<file path="config.mk">
export PLATFORM = sky130hd
export DESIGN_NAME = owsra_top
export DESIGN_NICKNAME = d
export VERILOG_FILES = /design/src/rtl/owsra_pkg.sv /design/src/rtl/owsra_seq.sv /design/src/rtl/owsra_datapath.sv /design/src/rtl/owsra_pass_cnt.sv /design/src/rtl/owsra_top.sv
export SDC_FILE = /design/constraint.sdc
export NUM_CORES = 1
export LEC_CHECK = 0
export CORE_UTILIZATION = 40
export CTS_CLUSTER_SIZE = 28
export DETAILED_ROUTE_END_ITERATION = 10
export GPL_TIMING_DRIVEN = 1
export SLEW_MARGIN = 20
export SYNTH_ARGS = -nofsm -noshare
export SYNTH_HDL_FRONTEND = slang
export SYNTH_SLANG_ARGS = --single-unit
</file>
<file path="constraint.sdc">
create_clock -name clk -period 2.4 [get_ports clk]
set_input_delay 0.48 -clock clk [delete_from_list [all_inputs] [get_ports clk]]
set_output_delay 0.48 -clock clk [all_outputs]
set_load 0.005 [all_outputs]
</file>
<file path="src/rtl/owsra_pkg.sv">
package owsra_pkg;

  typedef enum logic [1:0] {
    PH_PLAIN = 2'd0,
    PH_TRUE  = 2'd1,
    PH_CMP   = 2'd2,
    PH_DIR   = 2'd3
  } phase_e;

  typedef struct packed {
    logic dir;
    logic disc;
  } choice_t;

  // Branch decision from the two read samples and the host preference.
  function automatic choice_t pick_dir(input logic b_true, input logic b_cmp,
                                       input logic pref);
    choice_t r;
    if (b_true != b_cmp) begin
      r.dir  = b_true;
      r.disc = 1'b0;
    end else if (!b_true) begin
      r.dir  = pref;
      r.disc = 1'b1;
    end else begin
      r.dir  = 1'b1;
      r.disc = 1'b1;
    end
    return r;
  endfunction

  // Bit position of the chosen bit for search position p.
  function automatic int unsigned odd_pos(input int unsigned p);
    return 2 * p + 1;
  endfunction

  // Bit position of the conflict flag for search position p.
  function automatic int unsigned even_pos(input int unsigned p);
    return 2 * p;
  endfunction

endpackage

</file>
<file path="src/rtl/owsra_seq.sv">
module owsra_seq
  import owsra_pkg::*;
#(
  parameter int BYTE_W = 8
) (
  input  logic                       clk,
  input  logic                       rst_n,
  input  logic                       start_i,
  input  logic                       accel_i,
  input  logic                       slot_done_i,
  output logic                       busy_o,
  output phase_e                     phase_o,
  output logic [$clog2(BYTE_W)-1:0]  idx_o,
  output logic                       step_o,
  output logic                       finish_o
);

  localparam int POS_N = BYTE_W / 2;
  localparam int IDX_W = $clog2(BYTE_W);

  logic              busy_q;
  phase_e            phase_q;
  logic [IDX_W-1:0]  idx_q;
  logic              last_slot;

  always_comb begin
    last_slot = 1'b0;
    if (phase_q == PH_PLAIN && idx_q == IDX_W'(BYTE_W - 1)) last_slot = 1'b1;
    if (phase_q == PH_DIR   && idx_q == IDX_W'(POS_N - 1))  last_slot = 1'b1;
  end

  assign step_o   = busy_q & slot_done_i;
  assign finish_o = step_o & last_slot;
  assign busy_o   = busy_q;
  assign phase_o  = phase_q;
  assign idx_o    = idx_q;

  always_ff @(posedge clk) begin
    if (!rst_n) begin
      busy_q  <= 1'b0;
      phase_q <= PH_PLAIN;
      idx_q   <= '0;
    end else if (!busy_q) begin
      if (start_i) begin
        busy_q  <= 1'b1;
        idx_q   <= '0;
        phase_q <= accel_i ? PH_TRUE : PH_PLAIN;
      end
    end else if (slot_done_i) begin
      unique case (phase_q)
        PH_PLAIN: begin
          if (last_slot) busy_q <= 1'b0;
          else           idx_q  <= idx_q + 1'b1;
        end
        PH_TRUE: phase_q <= PH_CMP;
        PH_CMP:  phase_q <= PH_DIR;
        PH_DIR: begin
          if (last_slot) begin
            busy_q <= 1'b0;
          end else begin
            idx_q   <= idx_q + 1'b1;
            phase_q <= PH_TRUE;
          end
        end
        default: phase_q <= PH_PLAIN;
      endcase
    end
  end

endmodule

</file>
<file path="src/rtl/owsra_datapath.sv">
module owsra_datapath
  import owsra_pkg::*;
#(
  parameter int BYTE_W = 8
) (
  input  logic                       clk,
  input  logic                       rst_n,
  input  logic                       load_i,
  input  logic [BYTE_W-1:0]          tx_byte_i,
  input  phase_e                     phase_i,
  input  logic [$clog2(BYTE_W)-1:0]  idx_i,
  input  logic                       step_i,
  input  logic                       finish_i,
  input  logic                       slot_rd_bit_i,
  output logic                       slot_wr_bit_o,
  output logic [BYTE_W-1:0]          rx_byte_o,
  output logic                       rx_valid_o,
  output choice_t                    choice_o
);

  localparam int IDX_W = $clog2(BYTE_W);

  logic [BYTE_W-1:0] tx_q;
  logic [BYTE_W-1:0] rx_q;
  logic              smp_true_q;
  logic              smp_cmp_q;
  logic              rx_valid_q;
  logic [IDX_W-1:0]  odd_sel;
  logic [IDX_W-1:0]  even_sel;
  choice_t           choice;

  assign odd_sel  = IDX_W'(odd_pos(32'(idx_i)));
  assign even_sel = IDX_W'(even_pos(32'(idx_i)));
  assign choice   = pick_dir(smp_true_q, smp_cmp_q, tx_q[odd_sel]);
  assign choice_o = choice;

  always_comb begin
    unique case (phase_i)
      PH_PLAIN: slot_wr_bit_o = tx_q[idx_i];
      PH_DIR:   slot_wr_bit_o = choice.dir;
      default:  slot_wr_bit_o = 1'b1;
    endcase
  end

  always_ff @(posedge clk) begin
    if (!rst_n) begin
      tx_q       <= '0;
      rx_q       <= '0;
      smp_true_q <= 1'b0;
      smp_cmp_q  <= 1'b0;
      rx_valid_q <= 1'b0;
    end else begin
      rx_valid_q <= finish_i;
      if (load_i) begin
        tx_q <= tx_byte_i;
        rx_q <= '0;
      end
      if (step_i) begin
        unique case (phase_i)
          PH_PLAIN: rx_q[idx_i] <= slot_rd_bit_i;
          PH_TRUE:  smp_true_q  <= slot_rd_bit_i;
          PH_CMP:   smp_cmp_q   <= slot_rd_bit_i;
          PH_DIR: begin
            rx_q[odd_sel]  <= choice.dir;
            rx_q[even_sel] <= choice.disc;
          end
          default: ;
        endcase
      end
    end
  end

  assign rx_byte_o  = rx_q;
  assign rx_valid_o = rx_valid_q;

endmodule

</file>
<file path="src/rtl/owsra_pass_cnt.sv">
module owsra_pass_cnt #(
  parameter int EXCH_N = 16
) (
  input  logic                       clk,
  input  logic                       rst_n,
  input  logic                       clear_i,
  input  logic                       bump_i,
  output logic [$clog2(EXCH_N)-1:0]  idx_o,
  output logic                       pass_done_o
);

  localparam int EXW = $clog2(EXCH_N);

  logic [EXW-1:0] cnt_q;
  logic           pass_q;
  logic           wrap;

  assign wrap = (cnt_q == EXW'(EXCH_N - 1));

  always_ff @(posedge clk) begin
    if (!rst_n || clear_i) begin
      cnt_q  <= '0;
      pass_q <= 1'b0;
    end else begin
      pass_q <= bump_i & wrap;
      if (bump_i) cnt_q <= wrap ? '0 : cnt_q + 1'b1;
    end
  end

  assign idx_o       = cnt_q;
  assign pass_done_o = pass_q;

endmodule

</file>
<file path="src/rtl/owsra_top.sv">
module owsra_top
  import owsra_pkg::*;
#(
  parameter int BYTE_W   = 8,
  parameter int ROM_BITS = 64
) (
  input  logic                                         clk,
  input  logic                                         rst_n,
  input  logic                                         accel_en_i,
  input  logic                                         tx_valid_i,
  input  logic [BYTE_W-1:0]                            tx_byte_i,
  output logic                                         tx_ready_o,
  output logic                                         rx_valid_o,
  output logic [BYTE_W-1:0]                            rx_byte_o,
  output logic                                         slot_req_o,
  output logic                                         slot_wr_bit_o,
  input  logic                                         slot_done_i,
  input  logic                                         slot_rd_bit_i,
  output logic [$clog2(ROM_BITS/(BYTE_W/2))-1:0]       exch_idx_o,
  output logic                                         pass_done_o
);

  localparam int POS_N  = BYTE_W / 2;
  localparam int EXCH_N = ROM_BITS / POS_N;
  localparam int IDX_W  = $clog2(BYTE_W);

  logic             seq_busy;
  phase_e           seq_phase;
  logic [IDX_W-1:0] seq_idx;
  logic             seq_step;
  logic             seq_finish;
  logic             accept;
  logic             search_bump;
  choice_t          dp_choice;

  assign accept      = tx_valid_i & ~seq_busy;
  assign search_bump = seq_finish & (seq_phase == PH_DIR);
  assign tx_ready_o  = ~seq_busy;
  assign slot_req_o  = seq_busy;

  owsra_seq #(.BYTE_W(BYTE_W)) seq_i (
    .clk         (clk),
    .rst_n       (rst_n),
    .start_i     (accept),
    .accel_i     (accel_en_i),
    .slot_done_i (slot_done_i),
    .busy_o      (seq_busy),
    .phase_o     (seq_phase),
    .idx_o       (seq_idx),
    .step_o      (seq_step),
    .finish_o    (seq_finish)
  );

  owsra_datapath #(.BYTE_W(BYTE_W)) dp_i (
    .clk           (clk),
    .rst_n         (rst_n),
    .load_i        (accept),
    .tx_byte_i     (tx_byte_i),
    .phase_i       (seq_phase),
    .idx_i         (seq_idx),
    .step_i        (seq_step),
    .finish_i      (seq_finish),
    .slot_rd_bit_i (slot_rd_bit_i),
    .slot_wr_bit_o (slot_wr_bit_o),
    .rx_byte_o     (rx_byte_o),
    .rx_valid_o    (rx_valid_o),
    .choice_o      (dp_choice)
  );

  owsra_pass_cnt #(.EXCH_N(EXCH_N)) cnt_i (
    .clk         (clk),
    .rst_n       (rst_n),
    .clear_i     (~accel_en_i),
    .bump_i      (search_bump),
    .idx_o       (exch_idx_o),
    .pass_done_o (pass_done_o)
  );

endmodule

</file>
==> summary.txt, run 1 <==
Synth
  • Yosys cell types: 42
  • Cell Area, Synth: approximately 2000 µm²
  • Asr flop ratio synth: 0
  • Primary FF master, synth: dfxtp_1
  • Synth Net Count: 268
  • Synth Register Bits: 30
  • Post-Syn Instances: 243
  • EDFF count, synth: 0
  • Synthesis Warnings: 0
  • Mean area per synthesized cell: approximately 8 µm²
  • Post-synthesis sequential area ratio: 0.306

Run status
  • Failing checks: DRC
  • Status: finished, violations left

Pwr
  • Peak VDD IR: 0.269 mV
  • Cell Pwr Density: about 470 nW/µm²
  • Design Power: approximately 1.1 mW
  • Leakage: around 0.94 nW

Setup path
  • Critical path peak fanout: 4
  • CP most frequent cell: nand2_1
  • CP max stage delay: 490 ps
  • Setup Crit Path Kind: flip-flop to primary output
  • Cell family with most CP delay: multiplexers
  • Setup crit end kind: primary output
  • Worst-path cell chain: mux4_2 -> nand2_1 -> nand2_1 -> a221o_1 -> clkdlybuf4s15_1
  • R2r startpoint: seq_i.idx_o[0]
  • Flop2flop setup slack: about 350 ps
  • CP max stage cell: mux4_2
  • Worst path required time: about 1900 ps
  • Buf+Inv Stages, Crit Path: 1
  • Critical path arrival: around 1800 ps
  • RR Endpoint: seq_i.idx_o[0]
  • Critical path launch point type: flip-flop
  • Worst r2r path cells: 7

Drt
  • Met3 wire len: about 160 µm
  • Vias per inst: between 5 and 6
  • Max layer used: met4
  • Via Count: approximately 1800
  • DR WL/cell: roughly 14 µm
  • Routed length on met1: around 2300 µm
  • Drt drc: 2
  • DRT iter0 DRCs: 107
  • Routed Antenna Nets: 0
  • WL met2: approximately 2300 µm
  • Final wirelength: about 4800 µm
  • Drt first pass iters: 7

Timing
  • Hold Slack: ~470 ps
  • Final period util: 0.949
  • RSZ-0062 raised after global routing: false
  • Final Hold Fails: 0
  • Slew margin rel.: 0.630
  • Fin Clk Skew: between 8 and 9 ps
  • Post-route minimum period: between 2000 and 2500 ps
  • Sum of negative setup slack: 0 ps
  • Final setup vio count: 0
  • Slew Limit Fails: 0
  • Fmax: approximately 0.44 GHz
  • Worst slew pin tran: between 500 and 600 ps

Layout
  • # diodes: 0
  • FILL cells: approximately 460
  • Post-layout util: 0.514
  • Layout Nets: 300
  • Multi-input logic area: about 1200 µm²
  • Final Cell Area: ~2400 µm²
  • P&R area growth vs syn: 23.7%
  • Share of post-route cells with drive strength above 1: 0.0949
  • Most common cell after layout, fill and taps aside: nand2_1
  • Register area: 606 µm²
  • Most frequent cells in the layout: nand2_1, clkdlybuf4s50_1, dfxtp_1

Place
  • Port-buffer cells: 30
  • Placed cell area: approximately 2300 µm²
  • Hpwl dp: 3460 µm
  • GPL Wtd Cong: 0.818

GRT
  • Largest net degree at the start of global routing: 20
  • First-pass GRT wire length: 8300 µm
  • Total Routing Usage GR: 0.204
  • Initial antenna violation count: 0
  • Vias in the first global route: 1669
  • Overflow after GRT: 0

Clock network
  • CTS tree: yes
  • Buffer depth of the longest clock path: 2
  • Inserted Clock Buffers: 5
  • H-tree levels: 2
  • Clock Tree Root: clkbuf_8
  • CTS sink count: 30
  • Worst-Skew Late Latency: 280 ps
  • Clk slew on worst S/H paths: roughly 60 ps

Min path
  • Worst min-delay path category: flip-flop to flip-flop
  • Hold Path Stages: 2
  • Hold endpoint: dp_i.tx_q[6]
  • Hold path start: dp_i.tx_q[6]

Die
  • Die X: 72.0 µm
  • Core Footprint: roughly 4700 µm²
  • Die area: approximately 5200 µm²
  • Row count: 25
  • Total I/O pin count: 31
  • Starting density of the core: 0.415
  • Die height: 72.0 µm

Job
  • Max-cap violations: 0
-- flip-flops by register name, indices dropped and copies added (netlist names) --
register,flops
dp_i.rx_byte_o,8
dp_i.tx_q,8
cnt_i.idx_o,4
seq_i.idx_o,3
seq_i.phase_o,2
cnt_i.pass_done_o,1
dp_i.rx_valid_o,1
dp_i.smp_cmp_q,1
dp_i.smp_true_q,1
seq_i.busy_o,1
-- power by group --
part	leakage [nW]	internal, mW	switching, mW	total (mW)
clock network	0.0431	0.221	0.182	0.403
registers	0.246	0.517	0.0194	0.536
logic	0.653	0.0976	0.0923	0.190
-- layout make-up --
type / instances / area share
tap: 67 / 0.0346
sequential: 30 / 0.250
timing repair buffer: 44 / 0.167
multi-input combinational: 186 / 0.502
clock buffer: 6 / 0.0340
inverter: 8 / 0.0124
-- cell families (layout without fill, tap and decap cells) --
group,Yosys count,in the layout,synth area share
compound gates,55,55,0.201
xor+xnor,2,2,0.00894
fa+ha+maj,11,11,0.0702
buf+inv,27,58,0.0702
flops,30,30,0.306
mux,9,9,0.0606
simple gates,109,109,0.283
-- repair_timing --
action	4_1_cts	5_1_grt
buffers inserted	0	0
gates resized for setup	2	4
hold buffers	0	0
gates cloned	0	0
endpoints found under the setup margin	1	1
-- worst max-delay path by stage --
stage	from	endpoint	slack, ps	depth (start not counted)
2_1_floorplan	seq_i.idx_o[0]	slot_wr_bit_o	530	5
3_3_place_gp	seq_i.idx_o[0]	slot_wr_bit_o	100	5
3_5_place_dp	seq_i.idx_o[0]	slot_wr_bit_o	70	5
4_1_cts	seq_i.idx_o[0]	slot_wr_bit_o	4	5
5_1_grt	seq_i.idx_o[0]	slot_wr_bit_o	40	5
6_report	seq_i.idx_o[0]	slot_wr_bit_o	120	5
-- synthesized netlist by cell type (2+ instances only) --
cell type	number	area, µm²
nand2_1	44	165
dfxtp_1	30	601
nand3_1	16	80.1
buf_2	11	55.1
ha_1	11	138
nor2_1	11	41.3
a21boi_0	9	67.6
o21ai_0	9	45.0
inv_1	8	30.0
mux2i_1	7	70.1
nand3b_1	7	52.6
a21o_1	6	45.0
a21oi_1	5	25.0
a31oi_1	5	31.3
a41oi_1	5	43.8
nor2b_1	5	31.3
clkbuf_1	4	15.0
nand2b_1	4	25.0
o221ai_1	4	35.0
o311a_1	4	40.0
or3b_1	4	35.0
and3_1	3	18.8
buf_6	3	33.8
nor3_1	3	15.0
nor3b_1	3	22.5
o211ai_1	3	22.5
nand4_1	2	12.5
o21a_1	2	15.0
xnor2_1	2	17.5
-- worst min-delay path: stages (launching register included) --
cell and delay, ps:
dfxtp_1 310, nand2_1 50, a21boi_0 60
-- routing by layer --
metal,GRT usage,vias up
li1,-,929
met1,0.275,859
met2,0.326,35
met3,0.0347,9
met4,0.0806,0
met5,0,-
-- stage by stage --
| step | setup WS [ps] | instances |
|---|---|---|
| 3_5_place_dp | 68.3 | 335 |
| 6_report | 123 | 341 |
| 4_1_cts | 3.97 | 341 |
| 2_1_floorplan | 527 | 243 |
| 5_1_grt | 38.2 | 341 |
| 3_3_place_gp | 100 | 335 |
(Power assumes the default switching activity.)
==> inputs of run 2 (changes only) <==
--- a/config.mk
+++ b/config.mk
@@ -9,6 +9,7 @@
 export CTS_CLUSTER_SIZE = 28
 export DETAILED_ROUTE_END_ITERATION = 10
 export GPL_TIMING_DRIVEN = 1
+export PLACE_DENSITY_LB_ADDON = 0.05
 export SLEW_MARGIN = 20
 export SYNTH_ARGS = -nofsm -noshare
 export SYNTH_HDL_FRONTEND = slang
==> run 2 against run 1 <==
  * Maximum frequency shrank 1.1%
  * The flow still finishes with violations (DRC)
  * Final area grew 1.4%
  * Utilization grew 0.72 points
  * Count of clock-buffer cells in the layout is the same
  * Sequential power is essentially flat
  * Final cell count grew 0.88%
  * Register-to-register slack gained 100 ps
  * Non-clock buffer count grew 1
==> summary.txt, run 2 (synthesis gave the netlist of run 1 again) <==
Drt
  • Vias per inst: 5.14 (was 5.37)
  • Drt drc: 2 (unchanged)
  • Final wirelength: 4610 µm (was 4770 µm)
  • DRT iter0 DRCs: 109 (was 107)
  • Via Count: 1767 (was 1832)
  • Drt first pass iters: 7 (unchanged)
  • Routed Antenna Nets: 0 (unchanged)
  • DR WL/cell: 13.4 µm (was 14.0 µm)

Place
  • GPL Wtd Cong: 0.805 (was 0.818)
  • Pre-CTS setup slack: 75.8 ps (was 68.3 ps)
  • Port-buffer cells: 30 (unchanged)
  • Hpwl dp: 3400 µm (was 3460 µm)
  • Placed Instances: 336 (was 335)

Die
  • Total I/O pin count: 31 (unchanged)
  • Die height: 72.0 µm (unchanged)
  • Starting density of the core: 0.415 (unchanged)
  • Row count: 25 (unchanged)
  • Core Footprint: 4720 µm² (unchanged)
  • Die X: 72.0 µm (unchanged)
  • Die area: 5190 µm² (unchanged)

Run status
  • Status: finished, violations left (unchanged)
  • Failing checks: DRC (unchanged)

Setup path
  • Worst r2r path cells: 7 (unchanged)
  • Worst path required time: 1920 ps (about the same)
  • First element of the critical path: seq_i.idx_o[0] (unchanged)
  • Critical path peak fanout: 3 (was 4)
  • Critical path launch point type: flip-flop (unchanged)
  • R2r startpoint: seq_i.idx_o[0] (unchanged)
  • Critical path arrival: 1820 ps (was 1800 ps)
  • Worst Setup EP: slot_wr_bit_o (unchanged)
  • RR Endpoint: seq_i.idx_o[0] (unchanged)
  • Setup crit end kind: primary output (unchanged)
  • Flop2flop setup slack: 450 ps (was 350 ps)
  • Setup Crit Path Kind: flip-flop to primary output (unchanged)

Timing
  • Worst slew pin tran: 563 ps (was 554 ps)
  • Final WS setup: 96.7 ps (was 123 ps)
  • Post-route minimum period: 2300 ps (was 2280 ps)
  • Fin Clk Skew: 5.55 ps (was 8.09 ps)
  • RSZ-0062 raised after global routing: false (unchanged)
  • Fmax: 0.434 GHz (was 0.439 GHz)
  • Final period util: 0.960 (was 0.949)
  • Final Hold Fails: 0 (unchanged)
  • Sum of negative setup slack: 0 ps (unchanged)
  • Slew margin rel.: 0.625 (was 0.630)
  • Slew Limit Fails: 0 (unchanged)
  • Final setup vio count: 0 (unchanged)

Layout
  • Most common cell after layout, fill and taps aside: nand2_1 (unchanged)
  • # diodes: 0 (unchanged)
  • P&R area growth vs syn: 25.5% (was 23.7%)
  • Post-layout util: 0.521 (was 0.514)
  • Share of post-route cells with drive strength above 1: 0.116 (was 0.0949)
  • Most frequent cells in the layout: nand2_1, clkdlybuf4s50_1, dfxtp_1 (unchanged)
  • Layout Nets: 301 (was 300)
  • Fin cells: 344 (was 341)

GRT
  • Overflow after GRT: 0 (unchanged)
  • Total Routing Usage GR: 0.187 (was 0.204)
  • Largest net degree at the start of global routing: 21 (was 20)
  • First-pass GRT wire length: 7420 µm (was 8300 µm)
  • Initial antenna violation count: 0 (unchanged)
  • Vias in the first global route: 1593 (was 1669)

Clock network
  • Worst-Skew Late Latency: 290 ps (was 280 ps)
  • Clk slew on worst S/H paths: 70 ps (was 60 ps)
  • Clock Tree Root: clkbuf_8 (unchanged)
  • Inserted Clock Buffers: 5 (unchanged)
  • Post-CTS Setup Bufs: 0 (unchanged)
  • CTS sink count: 30 (unchanged)
  • Hold-fix buffers, CTS: 0 (unchanged)
  • Buffer depth of the longest clock path: 2 (unchanged)
  • CTS tree: yes (unchanged)
  • H-tree levels: 2 (unchanged)

Pwr
  • Peak VDD IR: 0.268 mV (was 0.269 mV)
  • Leakage: 0.954 nW (was 0.941 nW)
  • Cell Pwr Density: 479 nW/µm² (was 465 nW/µm²)

Min path
  • Worst min-delay path category: flip-flop to flip-flop (unchanged)

Job
  • Max-cap violations: 0 (unchanged)
## run 2: repair_timing
action,CTS,global route
pin swaps,0,1
gates cloned,0,0
setup endpoints to repair,1,1
resized for setup,5,4
## run 2: per-layer routing
| layer | track usage | wire length [µm] | vias up |
|---|---|---|---|
| li1 | - | - | 933 |
| met1 | 0.240 | 2370 | 804 |
| met2 | 0.302 | 2060 | 22 |
| met3 | 0.0375 | 106 | 8 |
| met4 | 0.0871 | 76 | 0 |
| met5 | 0 | 0 | - |
## run 2: final cells by class
type                       count  area (µm²)
fill                         451        2260
timing repair buffer          45         413
tap                           67        83.8
clock inverter                 2        12.5
inverter                       8        30.0
clock buffer                   6        82.6
sequential                    30         606
multi-input combinational    186        1230
## run 2: worst min path at each step
| stage | from | slack (ps) | cells past startpoint | end |
|---|---|---|---|---|
| floorplan | dp_i.tx_q[2] | 440 | 2 | dp_i.tx_q[2] |
| global placement | dp_i.tx_q[0] | 460 | 2 | dp_i.tx_q[0] |
| detailed placement | dp_i.tx_q[0] | 450 | 2 | dp_i.tx_q[0] |
| CTS | dp_i.tx_q[0] | 470 | 2 | dp_i.tx_q[0] |
| global route | dp_i.tx_q[0] | 490 | 2 | dp_i.tx_q[0] |
| finish | dp_i.tx_q[0] | 470 | 2 | dp_i.tx_q[0] |
## run 2: critical path, cell delays in order, from the launching register on
cell and delay [ps]:
dfxtp_4 370, mux4_2 500, nand2_1 80, nand2_1 60, a221o_1 330, clkdlybuf4s15_1 210
## run 2: metrics by stage
step	power (mW)	area (µm²)	hold WS [ps]
after global routing	1.23	2460	487
after detailed placement	0.740	2350	453
after CTS	1.18	2450	469
after floorplan	0.658	1960	439
final	1.18	2460	469
after global placement	0.740	2350	458
## run 2: report_power, final
| group | switching (mW) | internal, mW |
|---|---|---|
| Combinational | 0.0931 | 0.100 |
| Clock | 0.219 | 0.230 |
| Sequential | 0.0191 | 0.516 |
